### config.mk
export PLATFORM = sky130hd
export DESIGN_NAME = clkmode_decoder
export DESIGN_NICKNAME = d
export VERILOG_FILES = /design/src/rtl/clkmode_pkg.sv /design/src/rtl/clkmode_sel_decode.sv /design/src/rtl/clkmode_lock_timer.sv /design/src/rtl/clkmode_test_div.sv /design/src/rtl/clkmode_decoder.sv
export SDC_FILE = /design/constraint.sdc
export NUM_CORES = 1
export LEC_CHECK = 0
export ABC_AREA = 1
export BUFFER_PORTS_ARGS = -buffer_cell sky130_fd_sc_hd__buf_2
export CAP_MARGIN = 20
export CORE_ASPECT_RATIO = 1.25
export CORE_MARGIN = 2
export CORE_UTILIZATION = 52
export CTS_BUF_LIST = sky130_fd_sc_hd__clkbuf_8 sky130_fd_sc_hd__clkbuf_16
export DETAILED_ROUTE_END_ITERATION = 10
export GPL_ROUTABILITY_DRIVEN = 0
export PLACE_DENSITY = 0.93
export SETUP_SLACK_MARGIN = 0.5
export SLEW_MARGIN = 20
export SYNTH_ARGS = -nofsm -noshare
export SYNTH_HDL_FRONTEND = slang
export SYNTH_HIERARCHICAL = 1
export SYNTH_SLANG_ARGS = --single-unit
### constraint.sdc
create_clock -name clk -period 6.3 [get_ports clk]
set_clock_uncertainty 0.2 [all_clocks]
set_input_delay 1.26 -clock clk [delete_from_list [all_inputs] [get_ports clk]]
set_output_delay 1.26 -clock clk [all_outputs]
set_load 0.02 [all_outputs]
### src/rtl/clkmode_pkg.sv
package clkmode_pkg;

   localparam int NGRP    = 7;
   localparam int RATIO_W = 4;

   localparam int G_CPU  = 0;
   localparam int G_CPU2 = 1;
   localparam int G_M66  = 2;
   localparam int G_PCI  = 3;
   localparam int G_F48  = 4;
   localparam int G_REF  = 5;
   localparam int G_APIC = 6;

   typedef enum logic [1:0] {
      M_TRI  = 2'd0,
      M_NO48 = 2'd1,
      M_FULL = 2'd2,
      M_TEST = 2'd3
   } mode_e;

   typedef enum logic [RATIO_W-1:0] {
      RT_OFF   = 4'd0,
      RT_100   = 4'd1,
      RT_133   = 4'd2,
      RT_50    = 4'd3,
      RT_66    = 4'd4,
      RT_33    = 4'd5,
      RT_48    = 4'd6,
      RT_14    = 4'd7,
      RT_16    = 4'd8,
      RT_DIV1  = 4'd10,
      RT_DIV2  = 4'd11,
      RT_DIV4  = 4'd12,
      RT_DIV8  = 4'd13,
      RT_DIV16 = 4'd14
   } ratio_e;

   // log2 of the test-mode division for each group, indexed by group
   localparam int unsigned TEST_LOG2 [NGRP] = '{1, 2, 2, 3, 1, 0, 4};

   function automatic ratio_e div_code(int unsigned lg);
      case (lg)
         0:       return RT_DIV1;
         1:       return RT_DIV2;
         2:       return RT_DIV4;
         3:       return RT_DIV8;
         default: return RT_DIV16;
      endcase
   endfunction

   function automatic ratio_e norm_code(int g, logic fast);
      case (g)
         G_CPU:   return fast ? RT_133 : RT_100;
         G_CPU2:  return fast ? RT_66  : RT_50;
         G_M66:   return RT_66;
         G_PCI:   return RT_33;
         G_F48:   return RT_48;
         G_REF:   return RT_14;
         default: return RT_16;
      endcase
   endfunction

endpackage

### src/rtl/clkmode_sel_decode.sv
module clkmode_sel_decode
   import clkmode_pkg::*;
(
   input  logic [2:0] sel_code,
   output mode_e      mode
);

   always_comb begin
      case (sel_code)
         3'b100:         mode = M_TEST;
         3'b010, 3'b110: mode = M_NO48;
         3'b011, 3'b111: mode = M_FULL;
         default:        mode = M_TRI;   // off and reserved codes
      endcase
   end

endmodule

### src/rtl/clkmode_lock_timer.sv
module clkmode_lock_timer #(
   parameter int SEL_W  = 3,
   parameter int LOCK_W = 8
) (
   input  logic              clk,
   input  logic              rst_n,
   input  logic [SEL_W-1:0]  sel_code,
   input  logic [LOCK_W-1:0] lock_len,
   output logic [SEL_W-1:0]  sel_q,
   output logic              lock_wait
);

   if (SEL_W != 3) begin : g_bad_sel
      $error("clkmode_lock_timer: SEL_W must be 3");
   end
   if (LOCK_W < 1) begin : g_bad_lock
      $error("clkmode_lock_timer: LOCK_W must be at least 1");
   end

   logic [LOCK_W-1:0] remain;
   logic              sel_chg;

   assign sel_chg   = (sel_code != sel_q);
   assign lock_wait = (remain != '0);

   always_ff @(posedge clk or negedge rst_n) begin
      if (!rst_n) begin
         sel_q  <= '0;
         remain <= '0;
      end else begin
         sel_q <= sel_code;
         if (sel_chg)
            remain <= lock_len;
         else if (remain != '0)
            remain <= remain - 1'b1;
      end
   end

   // a registered change with nonzero length starts the wait
   p_lock_start_r9: assert property (@(posedge clk) disable iff (!rst_n)
      (sel_chg && lock_len != '0) |=> lock_wait);

   // with a stable select the wait never restarts by itself
   p_lock_idle_r9: assert property (@(posedge clk) disable iff (!rst_n)
      (!sel_chg && !lock_wait) |=> !lock_wait);

   // a zero length gives no wait
   p_lock_zero_r9: assert property (@(posedge clk) disable iff (!rst_n)
      (sel_chg && lock_len == '0) |=> !lock_wait);

endmodule

### src/rtl/clkmode_test_div.sv
module clkmode_test_div
   import clkmode_pkg::*;
#(
   parameter int CNT_W = 4
) (
   input  logic            clk,
   input  logic            rst_n,
   input  logic            run,
   output logic [NGRP-1:0] div_clk
);

   if (CNT_W < 4) begin : g_bad_cnt
      $error("clkmode_test_div: CNT_W must cover a divide by 16");
   end

   logic [CNT_W-1:0] cnt;
   logic             run_lo;

   always_ff @(posedge clk or negedge rst_n) begin
      if (!rst_n)
         cnt <= '0;
      else if (!run)
         cnt <= '0;
      else
         cnt <= cnt + 1'b1;
   end

   // enable for the pass-through tap, changed only while clk is low
   always_ff @(negedge clk or negedge rst_n) begin
      if (!rst_n)
         run_lo <= 1'b0;
      else
         run_lo <= run;
   end

   for (genvar g = 0; g < NGRP; g++) begin : g_tap
      localparam int unsigned LG = TEST_LOG2[g];
      if (LG == 0) begin : g_pass
         assign div_clk[g] = clk & run_lo;
      end else begin : g_bit
         assign div_clk[g] = run & cnt[LG-1];
      end
   end

   // the counter sits at zero after any cycle without run
   p_clear_r8: assert property (@(posedge clk) disable iff (!rst_n)
      !run |=> (cnt == '0));

   // while running the counter advances by one each cycle
   p_step_r7: assert property (@(posedge clk) disable iff (!rst_n)
      run |=> (cnt == $past(cnt) + 1'b1));

endmodule

### src/rtl/clkmode_decoder.sv
module clkmode_decoder
   import clkmode_pkg::*;
#(
   parameter int CNT_W  = 4,
   parameter int LOCK_W = 8
) (
   input  logic                      clk,
   input  logic                      rst_n,
   input  logic                      sel_speed,
   input  logic [1:0]                sel_func,
   input  logic [LOCK_W-1:0]         lock_len,
   output logic                      lock_wait,
   output logic [NGRP-1:0]           grp_oe,
   output logic [NGRP-1:0]           grp_clk,
   output logic [NGRP*RATIO_W-1:0]   grp_ratio
);

   localparam int SEL_W = 3;

   logic [SEL_W-1:0] sel_q;
   mode_e            mode;
   logic             run;
   logic [NGRP-1:0]  div_clk;

   clkmode_lock_timer #(.SEL_W(SEL_W), .LOCK_W(LOCK_W)) u_lock (
      .clk       (clk),
      .rst_n     (rst_n),
      .sel_code  ({sel_speed, sel_func}),
      .lock_len  (lock_len),
      .sel_q     (sel_q),
      .lock_wait (lock_wait)
   );

   clkmode_sel_decode u_dec (
      .sel_code (sel_q),
      .mode     (mode)
   );

   assign run = (mode == M_TEST) && !lock_wait;

   clkmode_test_div #(.CNT_W(CNT_W)) u_div (
      .clk     (clk),
      .rst_n   (rst_n),
      .run     (run),
      .div_clk (div_clk)
   );

   assign grp_clk = div_clk;

   for (genvar g = 0; g < NGRP; g++) begin : g_grp
      localparam int GI = g;
      logic   oe_l;
      ratio_e rt_l;
      always_comb begin
         case (mode)
            M_NO48: begin
               oe_l = (GI != G_F48);
               rt_l = (GI == G_F48) ? RT_OFF : norm_code(GI, sel_q[2]);
            end
            M_FULL: begin
               oe_l = 1'b1;
               rt_l = norm_code(GI, sel_q[2]);
            end
            M_TEST: begin
               oe_l = 1'b1;
               rt_l = div_code(TEST_LOG2[GI]);
            end
            default: begin
               oe_l = 1'b0;
               rt_l = RT_OFF;
            end
         endcase
      end
      assign grp_oe[g] = oe_l;
      assign grp_ratio[g*RATIO_W +: RATIO_W] = rt_l;
   end

   // the off and reserved codes drive nothing
   p_tri_idle_r1: assert property (@(posedge clk) disable iff (!rst_n)
      (mode == M_TRI) |-> (grp_oe == '0 && grp_clk == '0));

   // 48 MHz group stays undriven while its synthesizer is off
   p_no48_r2: assert property (@(posedge clk) disable iff (!rst_n)
      (mode == M_NO48) |-> (!grp_oe[G_F48] && grp_oe[G_CPU] && grp_oe[G_APIC]));

   // full mode drives every group
   p_full_r3: assert property (@(posedge clk) disable iff (!rst_n)
      (mode == M_FULL) |-> (grp_oe == '1));

   // one cycle into a wait all divided clocks are low
   p_lock_quiet_r10: assert property (@(posedge clk) disable iff (!rst_n)
      lock_wait |=> (grp_clk == '0));

   // frequency modes never toggle the group clocks
   p_no_toggle_r11: assert property (@(posedge clk) disable iff (!rst_n)
      (mode != M_TEST && $past(mode) != M_TEST) |-> (grp_clk == '0));

endmodule

; ---- After elaboration in Yosys (flattened, before gate mapping)
; Cells that the tools add are included.
[totals]
register_bits = 16
out_inout_bits = 43
word_cells = 44
[classes]
addsub = 2
eq_ne = 9
mux = 15
bitwise = 5
reduce_logical = 9
[op_table]
columns = op, count
row1 = case mux 4 bit (2 select lines), 7
row2 = two-way mux 8 bit, 2
row3 = == test 3 bit (second input constant), 3
row4 = nonzero test 8 bit, 1
row5 = OR reduction 2 bit, 4
row6 = subtractor 8 x 1 -> 8 bit (second input constant), 1
row7 = == test 3 x 2 -> 1 bit (second input constant), 2
row8 = case mux 2 bit (3 select lines), 1
row9 = AND 1 bit, 5
row10 = adder 4 x 1 -> 4 bit (second input constant), 1
row11 = == test 2 bit (second input constant), 2
row12 = two-way mux 4 bit, 1
row13 = two-way mux 3 bit, 1
row14 = != test 3 bit, 1
row15 = OR reduction 3 bit, 1
row16 = == test 2 x 1 -> 1 bit (second input constant), 1
row17 = two-way mux 1 bit, 2
row18 = two-way mux 2 bit, 1
row19 = nonzero test 2 bit, 1
row20 = logical AND 1 bit, 1
row21 = logical NOT 1 bit, 1

; ---- Depth between registers and ports, before layout
; Gate-level depths: netlist of the first run.
[logic_depth]
word_depth = 6
ltp_mapped = 10
mapped_depth_nobuf = 8

; ---- Cells and area by module
; The synthesis of the first run kept the hierarchy.
[by_module_without_submodules]
columns = module, instances, cells_each, area_each_um2, seq_area_each_um2
row1 = clkmode_lock_timer, 1, 110, 759.5, 275.3
row2 = clkmode_decoder, 1, 48, 337.8, 0.0
row3 = clkmode_test_div, 1, 31, 244.0, 125.1
row4 = clkmode_sel_decode, 1, 7, 26.3, 0.0

==> results of run 1 <==
## flip-flops by register name, indices dropped and copies added (netlist names)
name and cells:
u_lock/remain 8, u_div/cnt 4, u_lock/sel_q 3, u_div/run_lo 1
## critical path: cells and delay by family (launching register included)
| kind | cells | cell delay, ns |
|---|---|---|
| buffers and inverters | 2 | 0.20 |
| and+or+nand+nor | 1 | 0.05 |
| DFF | 1 | 0.40 |
## routing by layer
metal,vias to the layer above,part of all wire [%]
met5,-,0
met4,0,1.8
met3,5,4.5
met2,27,54
met1,510,40
li1,599,-
## metrics by stage
stage               worst slack, ns  hold WS, ns  power, mW  cells  instance area (um2)
floorplan                      1.15        0.248      0.198    200                 1380
global placement               1.11        0.277      0.202    250                 1430
detailed placement             1.10        0.284      0.205    250                 1430
CTS                           0.654        0.294      0.333    257                 1510
global route                  0.597        0.322      0.349    257                 1510
finish                        0.642        0.295      0.330    257                 1510
## logic make-up (layout without fill, tap and decap cells)
logic type	Yosys count	in the layout	share of synthesized area, %
adders and majority gates	8	8	7.32
xor gates and xnor gates	3	3	1.92
other	1	5	0.274
AOI/OAI and AO/OA	2	2	0.731
DFF	16	16	29.3
buffers and inverters	67	91	27.5
and+or+nand+nor	99	99	32.9
## cell type report
type | instances | area [um2] | share of cell area (%)
Multi-Input combinational cell | 117 | 606 | 40.1
Clock inverter | 2 | 7.51 | 0.497
Sequential cell | 16 | 400 | 26.5
Timing Repair Buffer | 49 | 245 | 16.2
Inverter | 33 | 124 | 8.20
Tap cell | 33 | 41.3 | 2.73
Clock buffer | 7 | 87.6 | 5.79
## power by group through the flow
stage               sequential, mW  clock (mW)  combinational [mW]
detailed placement           0.116   0.0000205              0.0886
global route                 0.115       0.137              0.0972
CTS                          0.114       0.130              0.0889
finish                       0.114       0.128              0.0883
global placement             0.116   0.0000205              0.0865
floorplan                    0.115   0.0000148              0.0828
## synth_stat cells (all sizes together)
master,instances
nand3,11
dfrtp,15
xnor2,1
clkinv,2
ha,8
inv,32
xor2,2
buf,32
clkbuf,1
nand3b,1
a21oi,1
conb,1
dfrtn,1
nand4,3
nor2,19
o21ai,1
or2,1
nand2,64
## cell usage in the layout (no fill, tap or decap)
cell      synthesis  final
nand4_1           3      3
clkinv_1          2      2
xor2_1            2      2
xnor2_1           1      1
clkbuf_8          0      6
ha_1              8      8
or2_1             1      1
buf_2             0     50
nand3_2           2      2
nand3b_1          1      1
o21ai_0           1      1
inv_1            29     30
nor2_1           12     12
inv_2             3      3
conb_1            1      5
dfrtp_1          15     15
nor2_8            1      1
dfrtn_1           1      1
nand2_1          60     60
nand2_2           4      4
nor2_2            6      6
a21oi_1           1      1
nand3_1           9      9
## worst min-delay path by stage
| stage | cells after the start | slack, ns | endpoint | from |
|---|---|---|---|---|
| after CTS | 1 | 0.29 | u_div/cnt[0]$_DFF_PN0_ | u_div/cnt[0]$_DFF_PN0_ |
| after global routing | 1 | 0.32 | u_div/cnt[0]$_DFF_PN0_ | u_div/cnt[0]$_DFF_PN0_ |
| final | 1 | 0.29 | u_div/cnt[0]$_DFF_PN0_ | u_div/cnt[0]$_DFF_PN0_ |
| after floorplan | 1 | 0.25 | u_div/cnt[0]$_DFF_PN0_ | u_div/cnt[0]$_DFF_PN0_ |
| after global placement | 1 | 0.28 | u_div/cnt[0]$_DFF_PN0_ | u_div/cnt[0]$_DFF_PN0_ |
| after detailed placement | 1 | 0.28 | u_div/cnt[0]$_DFF_PN0_ | u_div/cnt[0]$_DFF_PN0_ |
==> results.cfg, run 1 <==
[synth]
synth-seq-area-share_pct = 29.3
synth_cells = 196
syn_area_um2 = 1370
synth.area.top_cells = dfrtp_1, buf_4, nand2_1, inv_1, ha_1
ys_seq_elements = 16
yosysWarningCount = 6
synth_cell_type_count = 24
syn_area_per_cell_um2 = 6.98
synth_top_area_share_pct = 27.4
yosysTopAreaCell = dfrtp_1

[cells_and_area]
diodes = 0
nets = 246
syn_to_final_growth_pct = 10.5
nFillCells = 217
final_util_pct = 61.0
drive_above_1_share_pct = 32.1

[cts]
cts_resized = 0
clock_latency_ns = 0.36
postCtsHoldBufs = 0
cts_setup_buffers = 0
cts_tree = built
clk_pin_slew_ns = 0.06

[setup_path]
endpoint_kind = output pin
crit_chain = nand2_1 -> inv_1 -> buf_2
r2r_end = u_div/run_lo$_DFF_NN0_
arrival_ns = 4.20
cp_max_fo = 1
r2r_start = u_lock/remain[0]$_DFFE_PN0P_
crit_type = flop to output pin
reg2regPathDepth = 6
slowest_stage = dfrtn_1
endpoint = grp_clk[5]
cp.required_ns = 4.84
reg2reg_slack_ns = 1.42
crit_path_start = u_div/run_lo$_DFF_NN0_
max_stage_delay_ns = 0.40
worstSetupStartpointType = flop

[power]
p_sw_mw = 0.110
clkPwrFrac_pct = 38.7
switching_share_pct = 33.4
internal-power_mw = 0.220
seqPwrFrac_pct = 34.6
peakVddDrop_v = 0.000138
power.density_nw_per_um2 = 218
leakagePower_nw = 1.01
pwr-share-comb_pct = 26.7

[global_routing]
antenna_found_initial = 0
grt_start_max_net_pins = 17
grt_pass1_wl_um = 4010
grt_overflow = 0
grt_pass1_vias = 989
top_usage_layer = met2
use_met3_pct = 5.58
grt_use_total_pct = 18.0
grtUsageMet1_pct = 18.5
globalRouteMet2Util_pct = 32.6

[run_status]
status = finished, final reports clean

[drt]
wl_um = 2610
route.detailed.drc = 0
num_vias = 1141
drt-initial-drc-count = 30
dr.pass1.iters = 4
via_per_inst = 4.44
routedWlPerCell_um = 10.1
drtAntennaViolNets = 0

[timing]
hold_violations = 0
fin_setup_tns_ns = 0
drv_slew = 0
setup_viol_count_final = 0
rsz0062_at_grt = false

[floorplan]
coreArea_um2 = 2480
fp.dieH_um = 61.3
row_count = 20
start_util_pct = 55.2
ios = 56
die_x_um = 49.9
fp.dieArea_um2 = 3060

[flow_run]
cap_violations = 0

[placed_design]
dpl.hpwl_um = 1990
port_buffers = 50

[worst_hold_path]
hold_path_class = flop to flop
(Power assumes the default switching activity.)
==> inputs of run 2 (changes only) <==
--- a/config.mk
+++ b/config.mk
@@ -10,11 +10,11 @@
 export CAP_MARGIN = 20
 export CORE_ASPECT_RATIO = 1.25
 export CORE_MARGIN = 2
-export CORE_UTILIZATION = 52
+export CORE_UTILIZATION = 48
 export CTS_BUF_LIST = sky130_fd_sc_hd__clkbuf_8 sky130_fd_sc_hd__clkbuf_16
 export DETAILED_ROUTE_END_ITERATION = 10
 export GPL_ROUTABILITY_DRIVEN = 0
-export PLACE_DENSITY = 0.93
+export PLACE_DENSITY = 0.88
 export SETUP_SLACK_MARGIN = 0.5
 export SLEW_MARGIN = 20
 export SYNTH_ARGS = -nofsm -noshare
==> constraint.sdc (replaced) <==
create_clock -name clk -period 5.65 [get_ports clk]
set_clock_uncertainty 0.2 [all_clocks]
set_input_delay 1.13 -clock clk [delete_from_list [all_inputs] [get_ports clk]]
set_output_delay 1.13 -clock clk [all_outputs]
set_load 0.02 [all_outputs]
==> results.cfg, run 2 (synthesis gave the netlist of run 1 again) <==
[setup_path]
crit_cells = 3
endpoint_kind = output pin
slowest_stage = dfrtn_1
cp_max_fo = 1
max_stage_delay_ns = 0.40
crit_type = flop to output pin
critical_path_buf_inv_count = 2
reg2regPathDepth = 6
cp_top_family = flip-flops
crit_chain = nand2_2 -> inv_2 -> buf_6
arrival_ns = 3.81
worstSetupStartpointType = flop
cp.required_ns = 4.32

[global_routing]
grt_start_max_net_pins = 17
grt_use_total_pct = 16.8
antenna_found_initial = 0
grt_pass1_wl_um = 4060
grt_overflow = 0
grt_pass1_vias = 1035

[power]
peakVddDrop_v = 0.000120
power_mw = 0.380
power.density_nw_per_um2 = 248
leakagePower_nw = 1.01

[drt]
route.detailed.drc = 0
via_per_inst = 4.40
wl_um = 2410
num_vias = 1135
drtAntennaViolNets = 0
dr.pass1.iters = 4
routedWlPerCell_um = 9.34
drt-initial-drc-count = 10

[placed_design]
placedCellCount = 251
dpl.hpwl_um = 1870
port_buffers = 50

[cells_and_area]
nets = 246
final_cell_mix = nand2_1, buf_2, inv_1
diodes = 0
stdcell_count = 258
nFillCells = 255
final_common_cell = nand2_1
syn_to_final_growth_pct = 12.0
reg_top3 = u_lock/remain x8, u_div/cnt x4, u_lock/sel_q x3
regMostFlops = u_lock/remain
seq_area_um2 = 400
drive_above_1_share_pct = 33.5
multi_input_area_um2 = 608
largest_reg_flops = 8

[flow_run]
cap_violations = 0

[floorplan]
row_count = 21
fp.dieArea_um2 = 3290
fp.dieH_um = 63.7
die_x_um = 51.7
coreArea_um2 = 2710
start_util_pct = 50.5
ios = 56

[cts]
clk_pin_slew_ns = 0.06
clock_latency_ns = 0.35
postCtsHoldBufs = 0
cts_setup_buffers = 0
cts_tree = built

[worst_hold_path]
hold_path_class = flop to flop
whs_path_depth = 1

[timing]
slew_headroom_pct = 66.7
fin_setup_tns_ns = 0
drv_slew = 0
setup_viol_count_final = 0
worstMarginPinSlew_ns = 0.497
rsz0062_at_grt = true
hold_violations = 0

[run_status]
status = finished, final reports clean
-- run 2: cell count changes in the layout (fill, tap and decap cells not counted), sizes merged --
cell / delta
clkbuf: +1
inv: -1
-- run 2: stage by stage --
step	util, %	setup slack, ns	hold slack (ns)	instance area (um2)
finish	56.6	0.509	0.284	1530
global route	56.6	0.469	0.318	1530
CTS	56.5	0.486	0.283	1530
detailed placement	52.7	0.905	0.274	1430
global placement	52.7	0.915	0.270	1430
floorplan	-	0.956	0.248	1380
-- run 2: cell type report --
| type | instances | share of cell area [%] |
|---|---|---|
| Tap cell | 34 | 2.78 |
| Clock buffer | 8 | 7.03 |
| Multi-Input combinational cell | 117 | 39.7 |
| Sequential cell | 16 | 26.1 |
| Clock inverter | 1 | 0.245 |
| Inverter | 33 | 8.09 |
| Timing Repair Buffer | 49 | 16.0 |
-- run 2: layer usage --
| metal | GRT usage (%) | vias to the layer above | wire [um] |
|---|---|---|---|
| met4 | 13.2 | 0 | 35 |
| li1 | - | 600 | - |
| met3 | 4.74 | 3 | 120 |
| met2 | 27.4 | 34 | 1260 |
| met1 | 17.6 | 498 | 992 |
| met5 | 0 | - | 0 |
-- run 2: final timing paths --
kind / startpoint / endpoint / slack (ns)
max reg2reg: u_lock/remain[0]$_DFFE_PN0P_ / u_div/run_lo$_DFF_NN0_ / 1.07
max in group asynchronous: rst_n / u_div/run_lo$_DFF_NN0_ / 1.79
min in group asynchronous: rst_n / u_div/cnt[3]$_DFF_PN0_ / 0.49
min reg2reg: u_div/cnt[0]$_DFF_PN0_ / u_div/cnt[0]$_DFF_PN0_ / 0.28
max: u_div/run_lo$_DFF_NN0_ / grp_clk[5] / 0.51
min: u_div/cnt[0]$_DFF_PN0_ / u_div/cnt[0]$_DFF_PN0_ / 0.28
-- run 2: where the power goes --
| group | internal (mW) | leakage [nW] | switching, mW | total, mW |
|---|---|---|---|---|
| Clock | 0.107 | 0.0653 | 0.0476 | 0.154 |
| Combinational | 0.0311 | 0.749 | 0.0667 | 0.0979 |
| Sequential | 0.121 | 0.199 | 0.00682 | 0.128 |
| Total | 0.259 | 1.01 | 0.121 | 0.380 |
-- run 2: timing repair --
item / in CTS / in global routing
setup endpoints to repair: 2 / 2
resized for setup: 2 / 2
pin swaps: 0 / 0
gates cloned: 0 / 0
-- run 2: worst reg2reg max path, delay by kind of cell, from the launching register on --
kind,cells,cell delay (ns)
and+or+nand+nor,3,0.71
buffers and inverters,2,0.23
adders and majority gates,1,0.18
DFF,1,0.40
==> inputs of run 3 (changes only) <==
--- a/config.mk
+++ b/config.mk
@@ -9,11 +9,10 @@
 export BUFFER_PORTS_ARGS = -buffer_cell sky130_fd_sc_hd__buf_2
 export CAP_MARGIN = 20
 export CORE_ASPECT_RATIO = 1.25
-export CORE_MARGIN = 2
+export CORE_MARGIN = 8
 export CORE_UTILIZATION = 48
 export CTS_BUF_LIST = sky130_fd_sc_hd__clkbuf_8 sky130_fd_sc_hd__clkbuf_16
 export DETAILED_ROUTE_END_ITERATION = 10
-export GPL_ROUTABILITY_DRIVEN = 0
 export PLACE_DENSITY = 0.88
 export SETUP_SLACK_MARGIN = 0.5
 export SLEW_MARGIN = 20
==> results.cfg, run 3 (synthesis gave the netlist of run 1 again) <==
[global_routing]
grt_use_total_pct = 12.1
grt_start_max_net_pins = 17
antenna_found_initial = 0
grt_overflow = 0
grt_pass1_wl_um = 4650
grt_pass1_vias = 1132

[setup_path]
arrival_ns = 3.82
cp.required_ns = 4.32
endpoint_kind = output pin
crit_type = flop to output pin
reg2regPathDepth = 6
worstSetupStartpointType = flop
cp_max_fo = 1

[cells_and_area]
syn_to_final_growth_pct = 11.1
nFillCells = 245
fin_area_um2 = 1520
drive_above_1_share_pct = 32.1
diodes = 0
final_common_cell = nand2_1
reg_top3 = u_lock/remain x8, u_div/cnt x4, u_lock/sel_q x3
final_cell_mix = nand2_1, buf_2, inv_1
regMostFlops = u_lock/remain
largest_reg_flops = 8
nets = 246

[power]
peakVddDrop_v = 0.000145
leakagePower_nw = 1.01
power.density_nw_per_um2 = 240

[floorplan]
start_util_pct = 50.5
fp.dieH_um = 75.7
fp.dieArea_um2 = 4820
coreArea_um2 = 2710
row_count = 21
die_x_um = 63.7
ios = 56

[placed_design]
post-place-ws_ns = 0.905
dpl.hpwl_um = 2200
placed_cell_area_um2 = 1430
port_buffers = 50
gp_congestion = 0.859

[drt]
dr.pass1.iters = 4
drt-initial-drc-count = 38
routedWlPerCell_um = 10.7
route.detailed.drc = 0
wl_um = 2760
num_vias = 1179
drtAntennaViolNets = 0
via_per_inst = 4.57

[timing]
hold_violations = 0
drv_slew = 0
slew_headroom_pct = 66.5
setup_viol_count_final = 0
worstMarginPinSlew_ns = 0.501
fin_setup_tns_ns = 0
rsz0062_at_grt = true
worst_slack_ns = 0.503

[cts]
cts_tree = built
clk_pin_slew_ns = 0.06
clock_latency_ns = 0.35
cts_setup_buffers = 0

[run_status]
status = finished, final reports clean

[flow_run]
cap_violations = 0

[worst_hold_path]
whs_path_depth = 1
hold_path_class = flop to flop
==> run 3: critical path: stages, from the launching register on <==
cell,delay [ns]
dfrtn_1,0.39
nand2_1,0.06
inv_1,0.06
buf_6,0.11
==> run 3: routing by layer <==
layer,GRT usage [%],part of all wire (%),vias up,routed length [um]
met2,22.3,54,47,1480
li1,-,-,598,-
met1,11.6,39,531,1070
met4,7.69,1.3,0,36
met3,3.97,6.1,3,169
met5,0,0,-,0
==> run 3: final cells by class <==
cell class	count	area, um2	area share, %
clock inverter	2	7.51	0.494
multi-input combinational	117	606	39.9
tap	34	42.5	2.80
clock buffer	7	93.8	6.18
inverter	33	124	8.15
timing repair buffer	49	245	16.1
sequential	16	400	26.4
==> run 3: stage by stage <==
step                hold slack [ns]  util (%)  total power [mW]  std cells
floorplan                     0.248         -             0.220        200
global placement              0.272      52.7             0.226        251
detailed placement            0.295      52.7             0.229        251
CTS                           0.301      56.1             0.368        258
global route                  0.328      56.1             0.388        258
finish                        0.293      56.1             0.364        258
==> run 3: worst paths after layout <==
path / slack, ns / from / to
setup / recovery: 0.50 / u_div/run_lo$_DFF_NN0_ / grp_clk[5]
hold / removal: 0.29 / u_div/cnt[0]$_DFF_PN0_ / u_div/cnt[0]$_DFF_PN0_
setup reg to reg: 1.01 / u_lock/remain[0]$_DFFE_PN0P_ / u_div/run_lo$_DFF_NN0_
hold reg to reg: 0.29 / u_div/cnt[0]$_DFF_PN0_ / u_div/cnt[0]$_DFF_PN0_
max in group asynchronous: 1.79 / rst_n / u_div/run_lo$_DFF_NN0_
min in group asynchronous: 0.48 / rst_n / u_lock/remain[4]$_DFFE_PN0P_
==> run 3: repair_timing <==
action | 4_1_cts | 5_1_grt
endpoints found under the setup margin | 2 | 2
hold buffers | 0 | 0
resized for setup | 2 | 0
==> run 3: power breakdown <==
| part | switching (mW) | internal, mW | leakage (nW) |
|---|---|---|---|
| Clock | 0.0437 | 0.0928 | 0.0652 |
| Combinational | 0.0683 | 0.0313 | 0.749 |
| Sequential | 0.00683 | 0.121 | 0.199 |
